--- src/rtl/burst_seq_pkg.sv ---
package burst_seq_pkg;
  typedef enum logic {
    ORD_LINEAR     = 1'b0,
    ORD_INTERLEAVE = 1'b1
  } order_e;
endpackage

--- src/rtl/burst_beat_counter.sv ---
module burst_beat_counter #(
  parameter int BEAT_BITS = 2
) (
  input  logic                 clk,
  input  logic                 rst,
  input  logic                 clear_i,
  input  logic                 step_i,
  output logic [BEAT_BITS-1:0] idx_o,
  output logic                 last_o
);
  localparam logic [BEAT_BITS-1:0] LAST_IDX = '1;
  localparam logic [BEAT_BITS-1:0] ONE      = BEAT_BITS'(1);

  logic [BEAT_BITS-1:0] idx_q;

  always_ff @(posedge clk) begin
    if (rst || clear_i) idx_q <= '0;
    else if (step_i)    idx_q <= idx_q + ONE;
  end

  assign idx_o  = idx_q;
  assign last_o = (idx_q == LAST_IDX);


  clear_zero_chk: assert property (@(posedge clk) disable iff (rst)
    clear_i |=> idx_q == '0);


  step_inc_chk: assert property (@(posedge clk) disable iff (rst)
    (step_i && !clear_i) |=> idx_q == BEAT_BITS'($past(idx_q) + ONE));


  wrap_zero_chk: assert property (@(posedge clk) disable iff (rst)
    (last_o && step_i && !clear_i) |=> idx_q == '0);
endmodule

--- src/rtl/burst_order_map.sv ---
module burst_order_map
  import burst_seq_pkg::*;
#(
  parameter int BEAT_BITS = 2
) (
  input  order_e               mode_i,
  input  logic [BEAT_BITS-1:0] start_i,
  input  logic [BEAT_BITS-1:0] idx_i,
  output logic [BEAT_BITS-1:0] low_o
);
  always_comb begin
    case (mode_i)
      ORD_INTERLEAVE: low_o = start_i ^ idx_i;
      default:        low_o = start_i + idx_i;
    endcase
  end


  always_comb begin
    beat0_chk: assert (idx_i != '0 || low_o == start_i);
  end
endmodule

--- src/rtl/burst_addr_seq.sv ---
module burst_addr_seq
  import burst_seq_pkg::*;
#(
  parameter int ADDR_W    = 32,
  parameter int BEAT_BITS = 2
) (
  input  logic              clk,
  input  logic              rst,
  input  logic              load_i,
  input  logic [ADDR_W-1:0] start_addr_i,
  input  logic              advance_i,
  input  logic              mode_i,
  output logic [ADDR_W-1:0] addr_o,
  output logic              last_o
);
  localparam int HI_W = ADDR_W - BEAT_BITS;

  logic [ADDR_W-1:0]    base_q;
  order_e               mode_q;
  logic [BEAT_BITS-1:0] idx;
  logic [BEAT_BITS-1:0] low;

  always_ff @(posedge clk) begin
    if (rst) begin
      base_q <= '0;
      mode_q <= ORD_LINEAR;
    end else if (load_i) begin
      base_q <= start_addr_i;
      mode_q <= order_e'(mode_i);
    end
  end

  burst_beat_counter #(.BEAT_BITS(BEAT_BITS)) u_cnt (
    .clk     (clk),
    .rst     (rst),
    .clear_i (load_i),
    .step_i  (advance_i),
    .idx_o   (idx),
    .last_o  (last_o)
  );

  burst_order_map #(.BEAT_BITS(BEAT_BITS)) u_map (
    .mode_i  (mode_q),
    .start_i (base_q[BEAT_BITS-1:0]),
    .idx_i   (idx),
    .low_o   (low)
  );

  assign addr_o = {base_q[ADDR_W-1:BEAT_BITS], low};


  load_addr_chk: assert property (@(posedge clk) disable iff (rst)
    load_i |=> addr_o == $past(start_addr_i));


  upper_hold_chk: assert property (@(posedge clk) disable iff (rst)
    !load_i |=> addr_o[ADDR_W-1:BEAT_BITS] == $past(addr_o[ADDR_W-1:BEAT_BITS]));


  mode_hold_chk: assert property (@(posedge clk) disable iff (rst)
    !load_i |=> $stable(mode_q));


  idle_hold_chk: assert property (@(posedge clk) disable iff (rst)
    (!load_i && !advance_i) |=> ($stable(addr_o) && $stable(last_o)));


  wrap_start_chk: assert property (@(posedge clk) disable iff (rst)
    (last_o && advance_i && !load_i) |=> addr_o == base_q);

  initial begin
    hi_width_chk: assert (HI_W >= 0);
  end
endmodule

--- config.mk ---
export PLATFORM = sky130hd
export DESIGN_NAME = burst_addr_seq
export DESIGN_NICKNAME = d
export VERILOG_FILES = /design/src/rtl/burst_seq_pkg.sv /design/src/rtl/burst_beat_counter.sv /design/src/rtl/burst_order_map.sv /design/src/rtl/burst_addr_seq.sv
export SDC_FILE = /design/constraint.sdc
export NUM_CORES = 1
export LEC_CHECK = 0
export BUFFER_PORTS_ARGS = -buffer_cell sky130_fd_sc_hd__buf_2
export CAP_MARGIN = 20
export CORE_MARGIN = 8
export CORE_UTILIZATION = 42
export DETAILED_ROUTE_END_ITERATION = 12
export PLACE_DENSITY = 0.77
export RECOVER_POWER = 50
export SETUP_SLACK_MARGIN = 0.5
export SYNTH_ARGS = -nofsm -noshare
export SYNTH_HDL_FRONTEND = slang
export SYNTH_HIERARCHICAL = 1
export SYNTH_SLANG_ARGS = --single-unit
--- constraint.sdc ---
create_clock -name clk -period 0.84 [get_ports clk]
set_input_delay 0.168 -clock clk [delete_from_list [all_inputs] [get_ports clk]]
set_output_delay 0.168 -clock clk [all_outputs]
set_load 0.02 [all_outputs]
==> qor.yml, run 1 <==
drt_iter0_markers: 28
final_area_um2: 2200
num_rows: 22
clock_power_share_pct: 31.2
placed_area_um2: 1820
clockRootBuffer: "clkbuf_8"
finalNetCount: 236
via_per_inst: 4.40
p_leak_uw: 0.00106
cts-buffers-inserted: 5
reg2regPathDepth: 5
insertedDiodeCount: 0
synth_area_leader_cell: "dfxtp_1"
synth-edff-count: 0
synthFlopType: "dfxtp_1"
fillers: 321
wl_per_cell_um: 13.3
cap_violations: 0
period_share_pct: 162
syn_to_final_growth_pct: 41.5
htreeDepth: 2
synth_top_area_share_pct: 45.1
die_area_um2: 5910
r2r_slack_ns: -0.27
initial_core_util_pct: 43.1
holdPathEnd: "mode_q"
p_comb_share_pct: 20.0
synth_nets: 187
grt_max_degree: 36
ys_top_cells_by_area: "dfxtp_1 45%, mux2i_1 22%, buf_4 14%"
cts_sinks: 35
antenna_found_initial: 0
clockBufferDepth: 2
internal_power_uw: 2830
synth_async_sr_flop_share_pct: 0
worstHoldPathType: "in -> reg"
drive_above_1_share_pct: 58.9
skew_ns: 0.000134
core_area_um2: 3610
die-width_um: 76.9
finalMaxSlewViolations: 0
ys_warn_count: 6
sw_frac_of_total_pct: 25.0
grt_first_pass_wirelength_mm: 5.39
violations: "setup timing"
min_path_cells: 3
fin_ws_ns: -0.517
r2r-start: "u_cnt/idx_o[0]"
crit_fanout: 2
worstHoldStart: "mode_i"
synth.avg_cell_area_um2: 10.5
setup_viol: 35
num_vias: 1078
rsz0062_at_grt: "yes"
cp-start-kind: "flop"
finalHoldViolCount: 0
ir_worst_vdd_mv: 0.951
worst_hold_slack_ns: 0.124
pwr_density_cell_nw_per_um2: 1720
grt_pass1_vias: 1152
final.min_clock_period_ns: 1.36
yosysMostFrequentCell: "dfxtp_1"
p_total_uw: 3780
insertion_delay_ns: 0.27
critical_path_required_ns: 0.67
io_pins: 70
grt_overflow: 0
ys_ff_latch: 35
outcome: "complete, but fails checks"
max-slew-margin-rel_pct: 86.5
dr.pass1.iters: 3
route.detailed.drc: 0
die_h_um: 76.9
io_buffer_count: 69
tightest_slew_ns: 0.203
synthTopCellsByCount: "35 x dfxtp_1, 34 x mux2i_1, 33 x nor2_1"
fmax_mhz: 737
place_ws_ns: -0.323
cts_tree: "done"
synth_area_um2: 1560
clk_pin_slew_ns: 0.07
hpwl_mm: 2.40
r2r_end: "u_cnt/idx_o[1]"
hold_buffers: 0
synth-seq-area-share_pct: 45.1
ant_nets: 0
power_frac_seq_pct: 48.7
critPathCaptureType: "output port"
wirelength_mm: 3.26
gp_congestion: 0.647
setup_tns_ns: -3.40
synthCells: 148
power_switching_uw: 943
crit_arrival_ns: 1.19
criticalPathCategory: "reg -> out"
synth_cell_types: 12
track_usage_pct: 11.1
-- placed cells by master, fill, tap and decap left out --
cell / instances
clkinv_2: 1
buf_12: 3
buf_2: 36
clkbuf_8: 6
mux2i_1: 33
buf_4: 3
dfxtp_2: 19
dfxtp_1: 15
xnor2_4: 3
dfxtp_4: 1
mux2i_2: 1
ha_4: 2
nor3_2: 2
nor2_1: 33
buf_6: 38
nor2b_4: 1
-- critical path, stage by stage, from the launching register on --
cell and delay (ns):
dfxtp_2 0.35, ha_4 0.12, nor2b_4 0.18, xnor2_4 0.13, buf_6 0.13
-- cells by family after synthesis --
| group | after synthesis | share of synthesized area [%] |
|---|---|---|
| muxes | 34 | 21.9 |
| buffers and inverters | 38 | 20.1 |
| and+or+nand+nor | 36 | 9.65 |
| xor gates and xnor gates | 3 | 1.69 |
| DFF | 35 | 45.1 |
| adders and majority gates | 2 | 1.61 |
-- state kept, by name, indices dropped and copies added (netlist names) --
register / flops
base_q: 32
u_cnt/idx_o: 2
mode_q: 1
-- repair_timing --
action	CTS	global route
setup buffers	3	2
endpoints found under the setup margin	68	68
gates resized for setup	78	3
pin swaps	4	7
cloned	0	0
-- metal layers --
layer  global-route usage, %  share of wire, %  vias to the layer above
met2                    18.8                48                       44
met5                       0                 0                        -
li1                        -                 -                      543
met3                    5.59               8.4                        2
met1                    11.7                43                      489
met4                    3.46              0.40                        0
-- metrics by stage --
step                std cells  util (%)
floorplan                 148         -
finish                    245      61.0
CTS                       243      60.8
global route              245      61.0
global placement          233      50.4
detailed placement        233      50.4
-- power groups by stage --
stage | sequential, uW | clock (uW) | combinational [uW]
4_1_cts | 1850 | 1250 | 753
3_3_place_gp | 1860 | 0 | 590
3_5_place_dp | 1860 | 0 | 605
5_1_grt | 1850 | 1310 | 813
6_report | 1840 | 1180 | 757
2_1_floorplan | 1870 | 0 | 561
-- worst max-delay path by stage --
stage	to	cells past startpoint	slack, ns	startpoint
floorplan	addr_o[1]	3	-0.14	u_cnt/idx_o[0]
global placement	addr_o[1]	4	-0.29	base_q[0]
detailed placement	addr_o[1]	4	-0.32	base_q[0]
CTS	addr_o[1]	4	-0.54	u_cnt/idx_o[0]
global route	addr_o[1]	4	-0.57	u_cnt/idx_o[0]
finish	addr_o[1]	4	-0.52	u_cnt/idx_o[0]
-- final cells by class --
type                    instances  area [um2]  area share [%]
multi-input cells              75         634            28.8
well taps                      48        60.1            2.73
clock buffers                   6        82.6            3.75
flip-flops and latches         35         728            33.1
clock inverters                 1        5.00           0.227
repair buffers                 80         691            31.4
No activity file was read; power rests on OpenSTA's default activity.
==> inputs of run 2 (changes only) <==
- CELL_PAD_IN_SITES_DETAIL_PLACEMENT: unset -> 1
- CELL_PAD_IN_SITES_GLOBAL_PLACEMENT: unset -> 1
- CORE_UTILIZATION: 42 -> 31
- TNS_END_PERCENT: unset -> 5
==> qor.yml, run 2 (same netlist as run 1, synthesis figures left out) <==
outcome: "complete, but fails checks"
violations: "setup timing"
regArea_um2: 727
route.detailed.drc: 0
finalHoldViolCount: 0
pwr_density_cell_nw_per_um2: 1730
drt_iter0_markers: 21
initial_core_util_pct: 32.5
finalNetCount: 232
grt_max_degree: 24
cap_violations: 0
critical_path_required_ns: 0.67
finalMaxSlewViolations: 0
antenna_found_initial: 0
num_vias: 1089
hpwl_mm: 2.78
die-width_um: 86.8
worst_hold_slack_ns: 0.117
tightest_slew_ns: 0.278
layout_commonest_cell: "buf_2"
multi_input_area_um2: 612
num_rows: 25
rsz0062_at_grt: "yes"
htreeDepth: 2
grt_first_pass_wirelength_mm: 5.92
ir_worst_vdd_mv: 0.777
crit_arrival_ns: 1.21
largest_reg_flops: 32
cp-start-kind: "flop"
gp_congestion: 0.621
die_h_um: 86.8
io_buffer_count: 69
clk_pin_slew_ns: 0.07
io_pins: 70
syn_to_final_growth_pct: 38.4
clockRootBuffer: "clkbuf_8"
max-slew-margin-rel_pct: 81.4
core_area_um2: 4790
crit_fanout: 3
grt_pass1_vias: 1213
wl_per_cell_um: 14.2
dr.pass1.iters: 2
skew_ns: 0.00144
setup_tns_ns: -3.91
via_per_inst: 4.17
fin_ws_ns: -0.541
p_leak_uw: 0.00103
clockBufferDepth: 2
top_register: "base_q"
cts_sinks: 35
grt_overflow: 0
track_usage_pct: 10.3
insertion_delay_ns: 0.29
wirelength_mm: 3.70
worstHoldPathType: "in -> reg"
ant_nets: 0
setup_viol: 35
final.min_clock_period_ns: 1.38
fillers: 541
insertedDiodeCount: 0
hold_buffers: 0
drive_above_1_share_pct: 57.7
period_share_pct: 164
critPathCaptureType: "output port"
criticalPathCategory: "reg -> out"
cts_tree: "done"
fmax_mhz: 724
die_area_um2: 7540
cts-buffers-inserted: 5
layout_common_cells: "35 x buf_2, 34 x buf_6, 33 x mux2i_1, 33 x nor2_1, 21 x dfxtp_2"
-- run 2: layout make-up --
cell class                 instances  share of cell area [%]
sequential                        35                    33.8
timing repair buffer              76                    30.1
multi-input combinational         75                    28.4
tap                               67                    3.90
clock buffer                       7                    3.55
clock inverter                     1                   0.233
-- run 2: per-layer routing --
metal  global-route usage, %  up-vias  routed length [um]
met5                       0        -                   0
met1                    9.55      507                1330
met4                    6.57        0                  90
met3                    3.69        9                 276
met2                    18.7       38                2010
li1                        -      535                   -
-- run 2: worst max-delay path, cell delays in order (launching register included) --
cell	delay (ns)
dfxtp_2	0.36
xnor2_2	0.28
xnor2_4	0.15
buf_6	0.13
-- run 2: where the power goes --
| part | leakage (uW) | switching, uW | total (uW) | internal (uW) |
|---|---|---|---|---|
| combinational | 0.000692 | 330 | 726 | 395 |
| clock | 0.0000422 | 583 | 1160 | 581 |
| sequential | 0.000296 | 71.4 | 1840 | 1770 |
| total | 0.00103 | 985 | 3730 | 2750 |
-- run 2: worst paths after layout --
kind | from | to | slack, ns | depth (start not counted)
min | start_addr_i[14] | base_q[14] | 0.12 | 3
min reg2reg | base_q[27] | base_q[27] | 0.50 | 2
max reg2reg | u_cnt/idx_o[0] | u_cnt/idx_o[1] | -0.29 | 5
max | u_cnt/idx_o[1] | addr_o[1] | -0.54 | 3
-- run 2: metrics by stage --
step	instance area (um2)	power (uW)	setup WS [ns]	util [%]	std cells
floorplan	1600	2340	-0.141	-	148
global placement	1800	2440	-0.293	37.7	252
detailed placement	1800	2460	-0.309	37.7	252
CTS	2150	3820	-0.545	45.0	261
global route	2150	3930	-0.583	45.0	261
finish	2150	3730	-0.541	45.0	261
-- run 2: repair_timing --
item                                    in CTS  in global routing
setup buffers                                1                  0
gates cloned                                 0                  0
endpoints found under the setup margin      68                 68
hold endpoints to repair                     0                  0
resized for setup                          102                  3
pin swaps                                   27                 22
==> inputs of run 3 (changes only) <==
--- a/config.mk
+++ b/config.mk
@@ -20,3 +20,2 @@
 export SYNTH_HIERARCHICAL = 1
 export SYNTH_SLANG_ARGS = --single-unit
-export TNS_END_PERCENT = 5
==> constraint.sdc (replaced) <==
create_clock -name clk -period 0.84 [get_ports clk]
set_input_delay 0.168 -clock clk [delete_from_list [all_inputs] [get_ports clk]]
set_output_delay 0.168 -clock clk [all_outputs]
set_load 0.05 [all_outputs]
==> qor.yml, run 3 (same netlist as run 1, synthesis figures left out) <==
critPathCaptureType: "output port"
track_usage_pct: 10.8
drive_above_1_share_pct: 57.6
io_buffer_count: 69
p_leak_uw: 0.00110
grt_first_pass_wirelength_mm: 6.26
clock_power_share_pct: 31.4
crit_arrival_ns: 1.23
path_buf_inv: 1
placed_area_um2: 1840
max-slew-margin-rel_pct: 88.9
crit_family: "flip-flops"
antenna_found_initial: 0
cts_sinks: 35
grt_overflow: 0
cp-start-kind: "flop"
wirelength_mm: 4.01
ir_worst_vdd_mv: 0.619
cpPeakStageDelay_ns: 0.35
place_ws_ns: -0.417
critical_path_required_ns: 0.67
final_cells: 265
cp_slowest_cell: "dfxtp_2"
io_pins: 70
insertedDiodeCount: 0
dr.pass1.iters: 4
htreeDepth: 2
insertion_delay_ns: 0.28
final.min_clock_period_ns: 1.40
internal_power_uw: 2990
fmax_mhz: 713
power_frac_seq_pct: 44.1
crit_chain: "ha_4 > nor2b_4 > xnor2_4 > buf_6"
dp.cells: 253
die_area_um2: 7540
cts_tree: "done"
pwr_density_cell_nw_per_um2: 1820
sw_frac_of_total_pct: 28.9
period_share_pct: 167
drt_iter0_markers: 52
finalHoldViolCount: 0
finalMaxSlewViolations: 0
crit_fanout: 2
rsz0062_at_grt: "yes"
clockRootBuffer: "clkbuf_8"
largest_reg_flops: 32
hpwl_mm: 2.71
finalNetCount: 236
top_register: "base_q"
die_h_um: 86.8
fin_util_pct: 48.3
r2r_slack_ns: -0.27
cts-buffers-inserted: 5
final_area_um2: 2310
outcome: "complete, but fails checks"
die-width_um: 86.8
syn_to_final_growth_pct: 48.5
tightest_slew_ns: 0.161
worstHoldPathType: "in -> reg"
clk_pin_slew_ns: 0.07
p_comb_share_pct: 24.5
fin_ws_ns: -0.562
layout_common_cells: "36 x buf_2, 34 x mux2i_1, 33 x nor2_1"
gp_congestion: 0.650
core_area_um2: 4790
wl_per_cell_um: 15.1
num_rows: 25
power_switching_uw: 1220
clockBufferDepth: 2
grt_pass1_vias: 1279
num_vias: 1123
setup_viol: 35
via_per_inst: 4.24
layout_commonest_cell: "buf_2"
grt_max_degree: 36
violations: "setup timing"
criticalPathCategory: "reg -> out"
ant_nets: 0
cap_violations: 0
skew_ns: 0.000187
route.detailed.drc: 0
initial_core_util_pct: 32.5
-- run 3: cell types whose count changed in the layout (fill, tap and decap cells not counted), moves of 2 or more --
cell / previous run / this run
buf_8: 0 / 31
buf_6: 34 / 5
buf_4: 3 / 5
clkbuf_8: 5 / 7
-- run 3: area by class of cell --
cell class / count / area [um2]
Clock buffer: 8 / 100
Fill cell: 523 / 2480
Multi-Input combinational cell: 75 / 601
Sequential cell: 35 / 726
Tap cell: 67 / 83.8
Timing Repair Buffer: 80 / 800
-- run 3: metal layers --
metal,track usage (%),vias to the layer above,part of all wire (%)
met5,0,-,0
met4,4.69,0,1.3
met3,3.31,4,5.6
met2,21.1,40,57
met1,9.97,531,36
li1,-,548,-
-- run 3: final timing paths --
kind              cells past startpoint        startpoint              to
setup / recovery                      4         base_q[0]       addr_o[1]
hold / removal                        3  start_addr_i[30]      base_q[30]
setup reg to reg                      5    u_cnt/idx_o[0]  u_cnt/idx_o[1]
hold reg to reg                       2        base_q[30]      base_q[30]
-- run 3: power groups by stage --
stage               Sequential, uW  Combinational (uW)  Clock, uW
detailed placement            1860                 826          0
global route                  1860                1090       1460
CTS                           1860                1030       1380
finish                        1850                1030       1320
global placement              1850                 815          0
floorplan                     1870                 781          0
-- run 3: repair_timing --
item / in CTS / in global routing
gates resized for setup: 106 / 1
setup endpoints to repair: 68 / 68
hold buffers: 0 / 0
buffers inserted: 2 / 2
pin swaps: 3 / 8
-- run 3: worst reg2reg max path, cell delays in order (launching register included) --
cell	delay, ns
dfxtp_2	0.33
buf_4	0.13
buf_6	0.11
ha_4	0.22
mux2i_1	0.16
nor3_2	0.05
-- run 3: metrics by stage --
step	setup TNS, ns	hold slack, ns	total power [uW]
5_1_grt	-6.50	0.121	4410
4_1_cts	-5.01	0.116	4270
3_5_place_dp	-2.50	0.415	2680
6_report	-5.22	0.125	4210
3_3_place_gp	-1.97	0.400	2670
2_1_floorplan	-0.489	0.230	2650
